==> src/rtl/llsc_pkg.sv <==
`timescale 1ns/1ps
package llsc_pkg;
  parameter int unsigned AW   = 32;
  parameter int unsigned DW   = 32;
  parameter int unsigned OPW  = 6;
  localparam int unsigned BEW = DW / 8;
  localparam int unsigned LOW = $clog2(BEW);

  localparam logic [OPW-1:0] OPC_LL  = 6'h1B;
  localparam logic [OPW-1:0] OPC_SC  = 6'h33;
  localparam logic [OPW-1:0] OPC_SW  = 6'h35;
  localparam logic [OPW-1:0] OPC_SB  = 6'h36;
  localparam logic [OPW-1:0] OPC_SH  = 6'h37;

  typedef enum logic [1:0] {K_NONE, K_LL, K_SC, K_ST} op_kind_e;
  typedef enum logic [1:0] {SZ_B, SZ_H, SZ_W} st_size_e;

  // Address of the word that contains a byte address.
  function automatic logic [AW-1:0] word_base(input logic [AW-1:0] a);
    return {a[AW-1:LOW], {LOW{1'b0}}};
  endfunction

  // Little-endian byte enables for an ordinary store.
  function automatic logic [BEW-1:0] lane_mask(input st_size_e sz,
                                               input logic [LOW-1:0] lo);
    logic [BEW-1:0] m;
    case (sz)
      SZ_B:    m = {{(BEW-1){1'b0}}, 1'b1} << lo;
      SZ_H:    m = {{(BEW-2){1'b0}}, 2'b11} << {lo[LOW-1:1], 1'b0};
      default: m = {BEW{1'b1}};
    endcase
    return m;
  endfunction
endpackage

==> src/rtl/llsc_decode.sv <==
`timescale 1ns/1ps
module llsc_decode
  import llsc_pkg::*;
(
  input  logic           valid,
  input  logic [OPW-1:0] opcode,
  output op_kind_e       kind,
  output st_size_e       size
);
  always_comb begin
    kind = K_NONE;
    size = SZ_W;
    if (valid) begin
      case (opcode)
        OPC_LL: kind = K_LL;
        OPC_SC: kind = K_SC;
        OPC_SW: begin kind = K_ST; size = SZ_W; end
        OPC_SB: begin kind = K_ST; size = SZ_B; end
        OPC_SH: begin kind = K_ST; size = SZ_H; end
        default: kind = K_NONE;
      endcase
    end
  end

  // nothing is recognised without a valid operation
  always_comb begin
    if (!valid) a_r2_idle_no_kind: assert (kind == K_NONE);
  end
endmodule

==> src/rtl/llsc_resv.sv <==
`timescale 1ns/1ps
module llsc_resv
  import llsc_pkg::*;
(
  input  logic          clk,
  input  logic          rst,
  input  op_kind_e      kind,
  input  logic [AW-1:0] addr,
  output logic          sc_pass,
  output logic          ev_ll,
  output logic          ev_sc,
  output logic          ev_st_hit,
  output logic          ev_st_miss
);
  logic          rsv_valid;
  logic [AW-1:0] rsv_addr;
  logic          same_word;

  assign same_word  = (word_base(addr) == rsv_addr);
  assign ev_ll      = (kind == K_LL);
  assign ev_sc      = (kind == K_SC);
  assign ev_st_hit  = (kind == K_ST) && same_word;
  assign ev_st_miss = (kind == K_ST) && !same_word;
  assign sc_pass    = ev_sc && rsv_valid && (addr == rsv_addr);

  // Arming takes priority over every clearing source.
  always_ff @(posedge clk) begin
    if (rst) begin
      rsv_valid <= 1'b0;
      rsv_addr  <= '0;
    end else if (ev_ll) begin
      rsv_valid <= 1'b1;
      rsv_addr  <= addr;
    end else if (ev_sc || ev_st_hit) begin
      rsv_valid <= 1'b0;
    end
  end

  a_r3_ll_arms: assert property (@(posedge clk) disable iff (rst)
    ev_ll |=> (rsv_valid && rsv_addr == $past(addr)));
  a_r6_sc_disarms: assert property (@(posedge clk) disable iff (rst)
    ev_sc |=> !rsv_valid);
  a_r7_store_hit_disarms: assert property (@(posedge clk) disable iff (rst)
    ev_st_hit |=> !rsv_valid);
  a_r8_store_miss_keeps: assert property (@(posedge clk) disable iff (rst)
    ev_st_miss |=> (rsv_valid == $past(rsv_valid) && $stable(rsv_addr)));
  a_r2_idle_keeps: assert property (@(posedge clk) disable iff (rst)
    (kind == K_NONE) |=> (rsv_valid == $past(rsv_valid) && $stable(rsv_addr)));
endmodule

==> src/rtl/llsc_wgate.sv <==
`timescale 1ns/1ps
module llsc_wgate
  import llsc_pkg::*;
(
  input  op_kind_e       kind,
  input  st_size_e       size,
  input  logic           sc_pass,
  input  logic [AW-1:0]  addr,
  input  logic [DW-1:0]  wdata,
  output logic           mem_we,
  output logic [BEW-1:0] mem_be,
  output logic [AW-1:0]  mem_addr,
  output logic [DW-1:0]  mem_wdata,
  output logic           flag_we,
  output logic           flag_val
);
  always_comb begin
    mem_we    = 1'b0;
    mem_be    = '0;
    flag_we   = 1'b0;
    flag_val  = 1'b0;
    mem_addr  = addr;
    mem_wdata = wdata;
    case (kind)
      K_SC: begin
        flag_we  = 1'b1;
        flag_val = sc_pass;
        mem_we   = sc_pass;
        mem_be   = sc_pass ? {BEW{1'b1}} : '0;
      end
      K_ST: begin
        mem_we = 1'b1;
        mem_be = lane_mask(size, addr[LOW-1:0]);
      end
      default: ;
    endcase
  end

  always_comb begin
    // a successful conditional writes a full word
    if (flag_we && flag_val) a_r4_pass_full_word: assert (mem_we && mem_be == {BEW{1'b1}});
    // a failed conditional issues no write
    if (flag_we && !flag_val) a_r5_fail_no_write: assert (!mem_we);
    // strobe only for conditional stores
    if (flag_we) a_r10_strobe_only_sc: assert (kind == K_SC);
    // a write always has at least one lane
    if (mem_we) a_r9_lanes_present: assert (mem_be != '0);
  end
endmodule

==> src/rtl/llsc_monitor.sv <==
`timescale 1ns/1ps
module llsc_monitor
  import llsc_pkg::*;
(
  input  logic           clk,
  input  logic           rst,
  input  logic           op_valid,
  input  logic [OPW-1:0] op_code,
  input  logic [AW-1:0]  op_addr,
  input  logic [DW-1:0]  op_wdata,
  output logic           mem_we,
  output logic [BEW-1:0] mem_be,
  output logic [AW-1:0]  mem_addr,
  output logic [DW-1:0]  mem_wdata,
  output logic           flag_we,
  output logic           flag_val
);
  op_kind_e kind;
  st_size_e size;
  logic     sc_pass, ev_ll, ev_sc, ev_st_hit, ev_st_miss;

  llsc_decode u_dec (
    .valid (op_valid), .opcode (op_code), .kind (kind), .size (size)
  );

  llsc_resv u_resv (
    .clk (clk), .rst (rst), .kind (kind), .addr (op_addr),
    .sc_pass (sc_pass), .ev_ll (ev_ll), .ev_sc (ev_sc),
    .ev_st_hit (ev_st_hit), .ev_st_miss (ev_st_miss)
  );

  llsc_wgate u_gate (
    .kind (kind), .size (size), .sc_pass (sc_pass), .addr (op_addr),
    .wdata (op_wdata), .mem_we (mem_we), .mem_be (mem_be),
    .mem_addr (mem_addr), .mem_wdata (mem_wdata),
    .flag_we (flag_we), .flag_val (flag_val)
  );

  // two conditionals in a row cannot both succeed
  a_r6_no_double_pass: assert property (@(posedge clk) disable iff (rst)
    (flag_we && flag_val) |=> !(flag_we && flag_val));
  // a plain store always reaches memory
  a_r7_store_proceeds: assert property (@(posedge clk) disable iff (rst)
    (ev_st_hit || ev_st_miss) |-> mem_we);
  // a conditional right after a load-linked to the same address passes
  a_r3_ll_then_sc: assert property (@(posedge clk) disable iff (rst)
    (ev_ll ##1 (ev_sc && op_addr == $past(op_addr))) |-> flag_val);
endmodule

==> config.mk <==
export PLATFORM = sky130hd
export DESIGN_NAME = llsc_monitor
export DESIGN_NICKNAME = d
export VERILOG_FILES = /design/src/rtl/llsc_pkg.sv /design/src/rtl/llsc_decode.sv /design/src/rtl/llsc_resv.sv /design/src/rtl/llsc_wgate.sv /design/src/rtl/llsc_monitor.sv
export SDC_FILE = /design/constraint.sdc
export NUM_CORES = 1
export LEC_CHECK = 0
export CAP_MARGIN = 10
export CORE_ASPECT_RATIO = 1.4
export CORE_MARGIN = 3
export CORE_UTILIZATION = 37
export CTS_CLUSTER_DIAMETER = 200
export DETAILED_ROUTE_END_ITERATION = 8
export HOLD_SLACK_MARGIN = 0.02
export MAX_ROUTING_LAYER = met4
export PLACE_DENSITY = 0.89
export SYNTH_ARGS = -nofsm -noshare
export SYNTH_HDL_FRONTEND = slang
export SYNTH_SLANG_ARGS = --single-unit
==> constraint.sdc <==
create_clock -name clk -period 1.7 [get_ports clk]
set_input_delay 0.17 -clock clk [delete_from_list [all_inputs] [get_ports clk]]
set_output_delay 0.17 -clock clk [all_outputs]
set_load 0.05 [all_outputs]
* Word level (Yosys, flattened, before mapping)
Cells that the tools add are included.
** Storage, ports and cells
- Logic and storage cells :: 34
- Bits in registers :: 33
- Output and inout bits :: 71
- Input port bits :: 73
** Cells by class
- Shift-type cells :: 2
- Reductions and logical operators :: 7
- Equality and inequality tests :: 11
- Mux-type cells :: 12
** Operator list (number)
- 32-bit == test :: 2
- 6-bit == test (second input constant) :: 4
- 4-bit one-hot mux with 2 select lines :: 2
- 6-bit by 5-bit == test with 1-bit output (second input constant) :: 1
- 2-bit one-hot mux with 3 select lines :: 1
- 2-bit by 1-bit == test with 1-bit output (second input constant) :: 2
- 2-bit == test (second input constant) :: 2
- 1-bit two-way mux :: 4
- 2-bit two-way mux :: 2
- 4-bit two-way mux :: 1
- 2-bit one-hot mux with 2 select lines :: 1
- 1-bit by 2-bit << shifter with 4-bit output (first input constant) :: 1
- 2-bit by 2-bit << shifter with 4-bit output (first input constant) :: 1
- 1-bit logical AND :: 3
- 3-bit OR reduction :: 1
- 2-bit zero test :: 1
- 1-bit one-hot mux with 2 select lines :: 1
- 2-bit nonzero test :: 1
- 1-bit logical OR :: 1

* Longest topological paths before layout
Gate-level depths: netlist (run 1).
- Word-level depth :: 9
- Depth in mapped cells :: 6

* Modules after synthesis
From an unflattened synthesis (run 1), not the netlist that was laid out.
** Second synthesis, totals
- Cells, all modules :: 286
- Area total of the unflattened synthesis :: 2192.1 µm²
** Modules (own cells, without submodules)
- llsc_resv :: cells an instance 197, sequential area each 660.6 µm², area an instance 1547.7 µm², instances 1
- llsc_wgate :: cells an instance 78, sequential area each 0.0 µm², area an instance 566.8 µm², instances 1
- llsc_decode :: cells an instance 11, sequential area each 0.0 µm², area an instance 77.6 µm², instances 1

* Least setup slack after synthesis (run 1)
OpenSTA, ideal clock, no wires.
- Kind :: flip-flop to output port
- From :: reg u_resv.rsv_addr[19]
- To :: out flag_val
- Data required time :: 1.530 ns
- Arrival :: 2.505 ns
- Cell stages (with the launch flop) :: 6
- Path buffers :: 0
- Slack :: -0.975 ns
- Cells stage by stage :: dfxtp_1 -> xnor2_1 -> nand4_1 -> nor4_2 -> nand2_1 -> nor4_1
** On the way
- Word-level cells in the longest chain between the ends :: 3
** RTL lines
- start: declaration :: line llsc_resv.sv:16 : logic [AW-1:0] rsv_addr;
- start signal: assignment :: line llsc_resv.sv:33 : rsv_addr <= addr;
- 32-bit == test :: line llsc_resv.sv:24 : assign sc_pass = ev_sc && rsv_valid && (addr == rsv_addr);
- 1-bit logical AND :: line llsc_resv.sv:24
- 1-bit two-way mux :: line llsc_wgate.sv:24 : case (kind)
- end: declaration :: line llsc_monitor.sv:16 : output logic flag_val
Every way passes these cells.

* Worst setup path in the final report (run 1)
- From :: in op_addr[23]
- To :: out flag_val
** On the way
- Word-level cells in the longest chain between the ends :: 3
** RTL lines
- start: declaration :: line llsc_monitor.sv:9 : input logic [AW-1:0] op_addr,
- 32-bit == test :: line llsc_resv.sv:24
- 1-bit logical AND :: line llsc_resv.sv:24
- 1-bit two-way mux :: line llsc_wgate.sv:24
Every way passes these cells.

==> flow_metrics.tcl, run 1 <==
set metrics [dict create \
    antenna_found_initial 0 \
    drt_iter0_drc 64 \
    yosys_warnings 0 \
    power.total_mw 2.17 \
    drc_errors 0 \
    seq_area_frac_synth_pct 29.5 \
    timing.critical_path.cells "clkdlybuf4s50_1, xnor2_1, nand4_1, nor4_2, buf_4, nand2_1, nor4_4, buf_12" \
    die_area_um2 7040 \
    maximum_ir_drop_on_the_vdd_rail_mv 0.508 \
    slew_limit_fails 0 \
    post_synth_num_cell_types 28 \
    yosysTopAreaCellShare_pct 29.5 \
    routabilityCongestion 0.860 \
    postRouteWirelength_mm 6.00 \
    fraction_of_final_layout_cells_with_drive_strength_greater_than_1_pct 34.6 \
    worst_path_max_delay_cell "clkdlybuf4s50_1" \
    min_period_over_period_pct 121 \
    setup_viol_count_final 6 \
    core_region_area_um2 5690 \
    die_height_um 98.1 \
    cellPowerDensity_nw_per_um2 611 \
    tritoncts "built" \
    cts_setup_buffers 0 \
    hold_path_class "in -> out" \
    max_cap_violations 0 \
    count_of_nets_left_with_antenna_violations_after_detail_routing 0 \
    final-hold-violation-count 0 \
    total_cts_buffers 5 \
    total_negative_slack_for_setup_checks_ns -1.86 \
    required_ns 1.53 \
    vias_per_cell 4.94 \
    final_global_route_overflow_total 0 \
    first_global_vias 2187 \
    utilization_pct 62.4 \
    outcome "complete, but fails checks" \
    buffer_ports.inserted 79 \
    crit_path_max_incr_delay_ns 0.51 \
    critPathKind "in -> out" \
    wl_per_cell_um 14.3 \
    power.share.combinational_pct 29.5 \
    final_layout_fill_cell_count 459 \
    netSwitchingPower_mw 0.584 \
    grt.total_usage_pct 17.6 \
    post_synth.cell_area_avg_um2 7.76 \
    cts_num_sinks 33 \
    max_clock_freq_mhz 486 \
    grt_setup_unrepaired "yes" \
    worst-endpoint-arrival_ns 1.89 \
    clockBufferDepth 2 \
    die_w_um 71.8 \
    num_antenna_cells 0 \
    grt_max_degree 20 \
    synth.net_count 362 \
    seq_power_share_pct 35.9 \
    h-tree-depth 2 \
    grt_first_pass_wirelength_mm 9.68 \
    netlist_top_cells_area "dfxtp_1, buf_4, xnor2_1" \
    clk_root_buffer_cell "clkbuf_8" \
    critPathLaunchType "primary input" \
    detailroute.via_count 2063 \
    cell_internal_pwr_mw 1.58 \
    yosys_register_bits 33 \
    drt-pass1-iter-count 4 \
    rows 32 \
    timing.max_slew.rel_slack_pct 70.7 \
    io_pins 144 \
    worst_clock_skew_ns 0.00522 \
    final_net_count 422 \
    clock_latency_ns 0.27 \
    start_util_pct 39.4 \
    post_synth_inst_count 289 \
    worstMarginPinSlew_ns 0.440 \
    cp_max_fo 2 \
    post_synth_instance_area_um2 2240 \
    dp.final_hpwl_mm 4.89 \
    min_period_ns 2.06 \
    synth_largest_area_cell "dfxtp_1" \
    power.share.clock_pct 34.6 \
    endpoint_kind "output pin" \
    syn_to_final_growth_pct 58.3 \
    final.setup.worst_slack_ns -0.358 \
    violations "negative setup slack" \
    switching_share_pct 26.9 \
    power.leakage_nw 1.33 \
]
-- critical path, delay by kind of cell --
kind	cells	cell delay (ns)
simple gates	4	0.75
xor+xnor	1	0.13
buf+inv	3	0.84
-- power groups by stage --
stage	clock network, mW	registers, mW	logic, mW
floorplan	0	0.795	0.498
global placement	0	0.796	0.637
detailed placement	0	0.796	0.648
CTS	0.766	0.778	0.641
global route	0.804	0.778	0.668
finish	0.749	0.779	0.640
-- final timing paths --
check	start	endpoint	slack, ns	cells after the start
setup / recovery	op_addr[23]	flag_val	-0.36	8
hold reg to reg	u_resv.rsv_addr[21]	u_resv.rsv_addr[21]	0.47	2
hold / removal	op_wdata[10]	mem_wdata[10]	0.34	0
setup reg to reg	u_resv.rsv_addr[11]	u_resv.rsv_valid	0.21	6
-- layout by cell type, fill, tap and decap left out, types with 2 or more instances in the layout --
master	instances
xnor2_2	4
clkbuf_8	6
nand2_1	68
nand3_1	6
nand4_1	7
nor2b_1	2
dfxtp_1	27
xnor2_1	28
clkdlybuf4s50_1	23
nor2_1	3
buf_4	48
nor2_2	5
o21ai_0	5
nand4b_1	3
inv_1	2
nor4_4	2
dlygate4sd2_1	16
dfxtp_2	6
buf_12	40
a21oi_1	34
-- registers in the layout, indices dropped and copies added, names as in the netlist --
name	cells
u_resv.rsv_valid	1
u_resv.rsv_addr	32
-- cell type report --
| type | count | area [um2] | share of cell area (%) |
|---|---|---|---|
| Timing Repair Buffer | 128 | 1540 | 43.5 |
| Clock inverter | 1 | 30.0 | 0.846 |
| Sequential cell | 33 | 668 | 18.8 |
| Clock buffer | 7 | 86.3 | 2.43 |
| Multi-Input combinational cell | 179 | 1130 | 31.8 |
| Tap cell | 68 | 85.1 | 2.40 |
| Inverter | 2 | 7.51 | 0.211 |
-- through the flow --
stage	cell area [um2]	hold slack [ns]	setup slack [ns]	std cells
floorplan	2270	0.306	-0.190	289
global placement	3390	0.340	-0.505	410
detailed placement	3390	0.340	-0.512	410
CTS	3520	0.340	-0.355	418
global route	3550	0.340	-0.487	418
finish	3550	0.340	-0.358	418
-- what timing repair did --
item | CTS | global route
gates resized for setup | 25 | 9
endpoints found under the setup margin | 8 | 7
gates cloned | 0 | 0
pin swaps | 18 | 1
hold buffers | 0 | 0
-- cells by family after synthesis --
kind of cell           after synthesis  share of synthesized area (%)
AND/OR/NAND/NOR                    100                           21.0
buffers and inverters               77                           24.0
AO/OA/AOI/OAI                       46                           12.0
flip-flops                          33                           29.5
XOR/XNOR                            32                           12.5
multiplexers                         1                           1.00
-- synth_stat cells --
cell	instances
nor2_2	1
mux2i_4	1
nand2_1	68
nand4bb_4	1
nor2_1	7
nor2b_1	2
buf_1	1
inv_1	2
nand4b_1	3
or2_1	1
o211a_4	1
a211oi_1	1
buf_4	64
xnor2_1	32
nand4_1	7
o311ai_1	1
o211ai_2	1
a22oi_2	1
buf_2	7
nor4_2	2
nand3_1	6
nor4_1	2
dfxtp_1	33
a21oi_1	34
clkbuf_1	3
a21o_1	1
o21a_1	1
o21ai_0	5
-- metal layers --
layer / up-vias / routed length [um] / global-route usage (%)
li1: 1007 / - / -
met1: 943 / 2090 / 16.6
met2: 80 / 3350 / 32.9
met3: 33 / 298 / 2.47
met4: 0 / 255 / 9.99
met5: - / 0 / -
Power figures use the tool's default switching activity.
==> run 2: changes to the inputs <==
--- a/config.mk
+++ b/config.mk
@@ -8,12 +8,12 @@
 export CAP_MARGIN = 10
 export CORE_ASPECT_RATIO = 1.4
 export CORE_MARGIN = 3
-export CORE_UTILIZATION = 37
+export CORE_UTILIZATION = 33
 export CTS_CLUSTER_DIAMETER = 200
 export DETAILED_ROUTE_END_ITERATION = 8
 export HOLD_SLACK_MARGIN = 0.02
 export MAX_ROUTING_LAYER = met4
-export PLACE_DENSITY = 0.89
+export PLACE_DENSITY = 0.84
 export SYNTH_ARGS = -nofsm -noshare
 export SYNTH_HDL_FRONTEND = slang
 export SYNTH_SLANG_ARGS = --single-unit
==> constraint.sdc (replaced) <==
create_clock -name clk -period 1.8 [get_ports clk]
set_input_delay 0.18 -clock clk [delete_from_list [all_inputs] [get_ports clk]]
set_output_delay 0.18 -clock clk [all_outputs]
set_load 0.05 [all_outputs]
==> flow_metrics.tcl, run 2 (synthesis gave the netlist of run 1 again) <==
set metrics [dict create \
    clk_root_buffer_cell "clkbuf_8" \
    vias_per_cell 4.75 \
    die_w_um 75.7 \
    setup_viol_count_final 6 \
    crit_path_max_incr_delay_ns 0.51 \
    grt_max_degree 14 \
    postRouteWirelength_mm 5.89 \
    fin_area_um2 3580 \
    rows 34 \
    final-instance-count-excl-fill 428 \
    largest_registers_in_the_final_layout "u_resv.rsv_addr: 32 flops, u_resv.rsv_valid: 1 flops" \
    final.setup.worst_slack_ns -0.274 \
    max_clock_freq_mhz 482 \
    cts.hold.buffers_added 0 \
    power.total_mw 1.89 \
    die_height_um 104 \
    clock_latency_ns 0.27 \
    final-hold-violation-count 0 \
    whs_ns 0.340 \
    start_util_pct 35.1 \
    hold_path_class "in -> reg" \
    cellPowerDensity_nw_per_um2 527 \
    detailroute.via_count 2034 \
    cts_num_sinks 33 \
    syn_to_final_growth_pct 59.7 \
    drc_errors 0 \
    wl_per_cell_um 13.8 \
    worstMarginPinSlew_ns 0.446 \
    drt_iter0_drc 48 \
    routabilityCongestion 0.790 \
    maximum_ir_drop_on_the_vdd_rail_mv 0.363 \
    max_cap_violations 0 \
    regMostFlops "u_resv.rsv_addr" \
    fraction_of_final_layout_cells_with_drive_strength_greater_than_1_pct 35.1 \
    critPathLaunchType "primary input" \
    tritoncts "built" \
    outcome "complete, but fails checks" \
    slew_limit_fails 0 \
    dpl_cell_area_um2 3420 \
    final_cell_mix "nand2_1, buf_4, buf_12, a21oi_1, dfxtp_1" \
    antenna_found_initial 0 \
    worst-endpoint-arrival_ns 1.89 \
    min_period_ns 2.07 \
    grt_first_pass_wirelength_mm 9.27 \
    largest_register_ffs 32 \
    buffer_ports.inserted 79 \
    timing.critical_path.cells "clkdlybuf4s50_1, xnor2_1, nand4_1, nor4_4, a22oi_2, a211oi_4, buf_12" \
    endpoint_kind "output pin" \
    register_area_um2 666 \
    power.leakage_nw 1.39 \
    first_global_vias 2087 \
    io_pins 144 \
    critPathKind "in -> out" \
    total_negative_slack_for_setup_checks_ns -1.37 \
    h-tree-depth 2 \
    cp_max_fo 5 \
    clkTransAtPathRegs_ns 0.06 \
    num_antenna_cells 0 \
    final_layout_fill_cell_count 537 \
    layout_commonest_cell "nand2_1" \
    drt-pass1-iter-count 4 \
    count_of_nets_left_with_antenna_violations_after_detail_routing 0 \
    numPlacedInstances 419 \
    final_global_route_overflow_total 0 \
    worst-r2r-setup-slack_ns 0.32 \
    grt_setup_unrepaired "yes" \
    total_area_of_multi_input_combinational_cells_um2 1130 \
    grt.total_usage_pct 15.4 \
    required_ns 1.62 \
    core_region_area_um2 6380 \
    final_net_count 429 \
    violations "negative setup slack" \
    dp.final_hpwl_mm 4.86 \
    clockBufferDepth 2 \
    worst_clock_skew_ns 0.00303 \
    total_cts_buffers 5 \
    utilization_pct 56.1 \
    pre_cts_slack_ns -0.473 \
    die_area_um2 7830 \
    min_period_over_period_pct 115 \
    timing.max_slew.rel_slack_pct 70.3 \
    worst_path_max_delay_cell "clkdlybuf4s50_1" \
]
-- run 2: changes by cell type in the layout (fill, tap and decap cells not counted), moves of 2 or more --
cell	change
buf_4	+8
dlymetal6s2s_1	+5
clkdlybuf4s50_1	-4
dfxtp_1	+2
dfxtp_2	-2
-- run 2: path summary, 6_finish.rpt --
check | from | cells after the start | end
worst max register to register | u_resv.rsv_addr[12] | 6 | u_resv.rsv_valid
worst min register to register | u_resv.rsv_addr[24] | 2 | u_resv.rsv_addr[24]
worst min-delay path | op_addr[22] | 4 | u_resv.rsv_addr[22]
worst max-delay path | op_addr[4] | 7 | mem_we
-- run 2: timing repair --
item	CTS	global route
endpoints found under the setup margin	7	7
setup buffers	0	2
resized for setup	24	12
pin swaps	15	5
-- run 2: layout make-up --
cell class              count  share of cell area, %
clock buffers               7                   2.41
multi-input cells         179                   31.6
flip-flops and latches     33                   18.6
repair buffers            135                   44.6
inverters                   2                  0.210
well taps                  72                   2.52
-- run 2: metal layers --
metal	vias to the layer above	track usage (%)	part of all wire, %
li1	1016	-	-
met2	67	27.6	55
met1	927	15.6	37
met5	-	-	0
met4	0	6.38	2.9
met3	24	3.00	5.2
-- run 2: report_power, final --
group | switching [mW] | internal (mW)
clock network | 0.242 | 0.303
logic | 0.291 | 0.316
registers | 0.00221 | 0.733
total | 0.536 | 1.35
-- run 2: critical path, delay by kind of cell --
| kind | cells | cell delay, ns |
|---|---|---|
| buffers and inverters | 2 | 0.68 |
| and+or+nand+nor | 2 | 0.49 |
| AOI/OAI and AO/OA | 2 | 0.41 |
| xor gates and xnor gates | 1 | 0.13 |
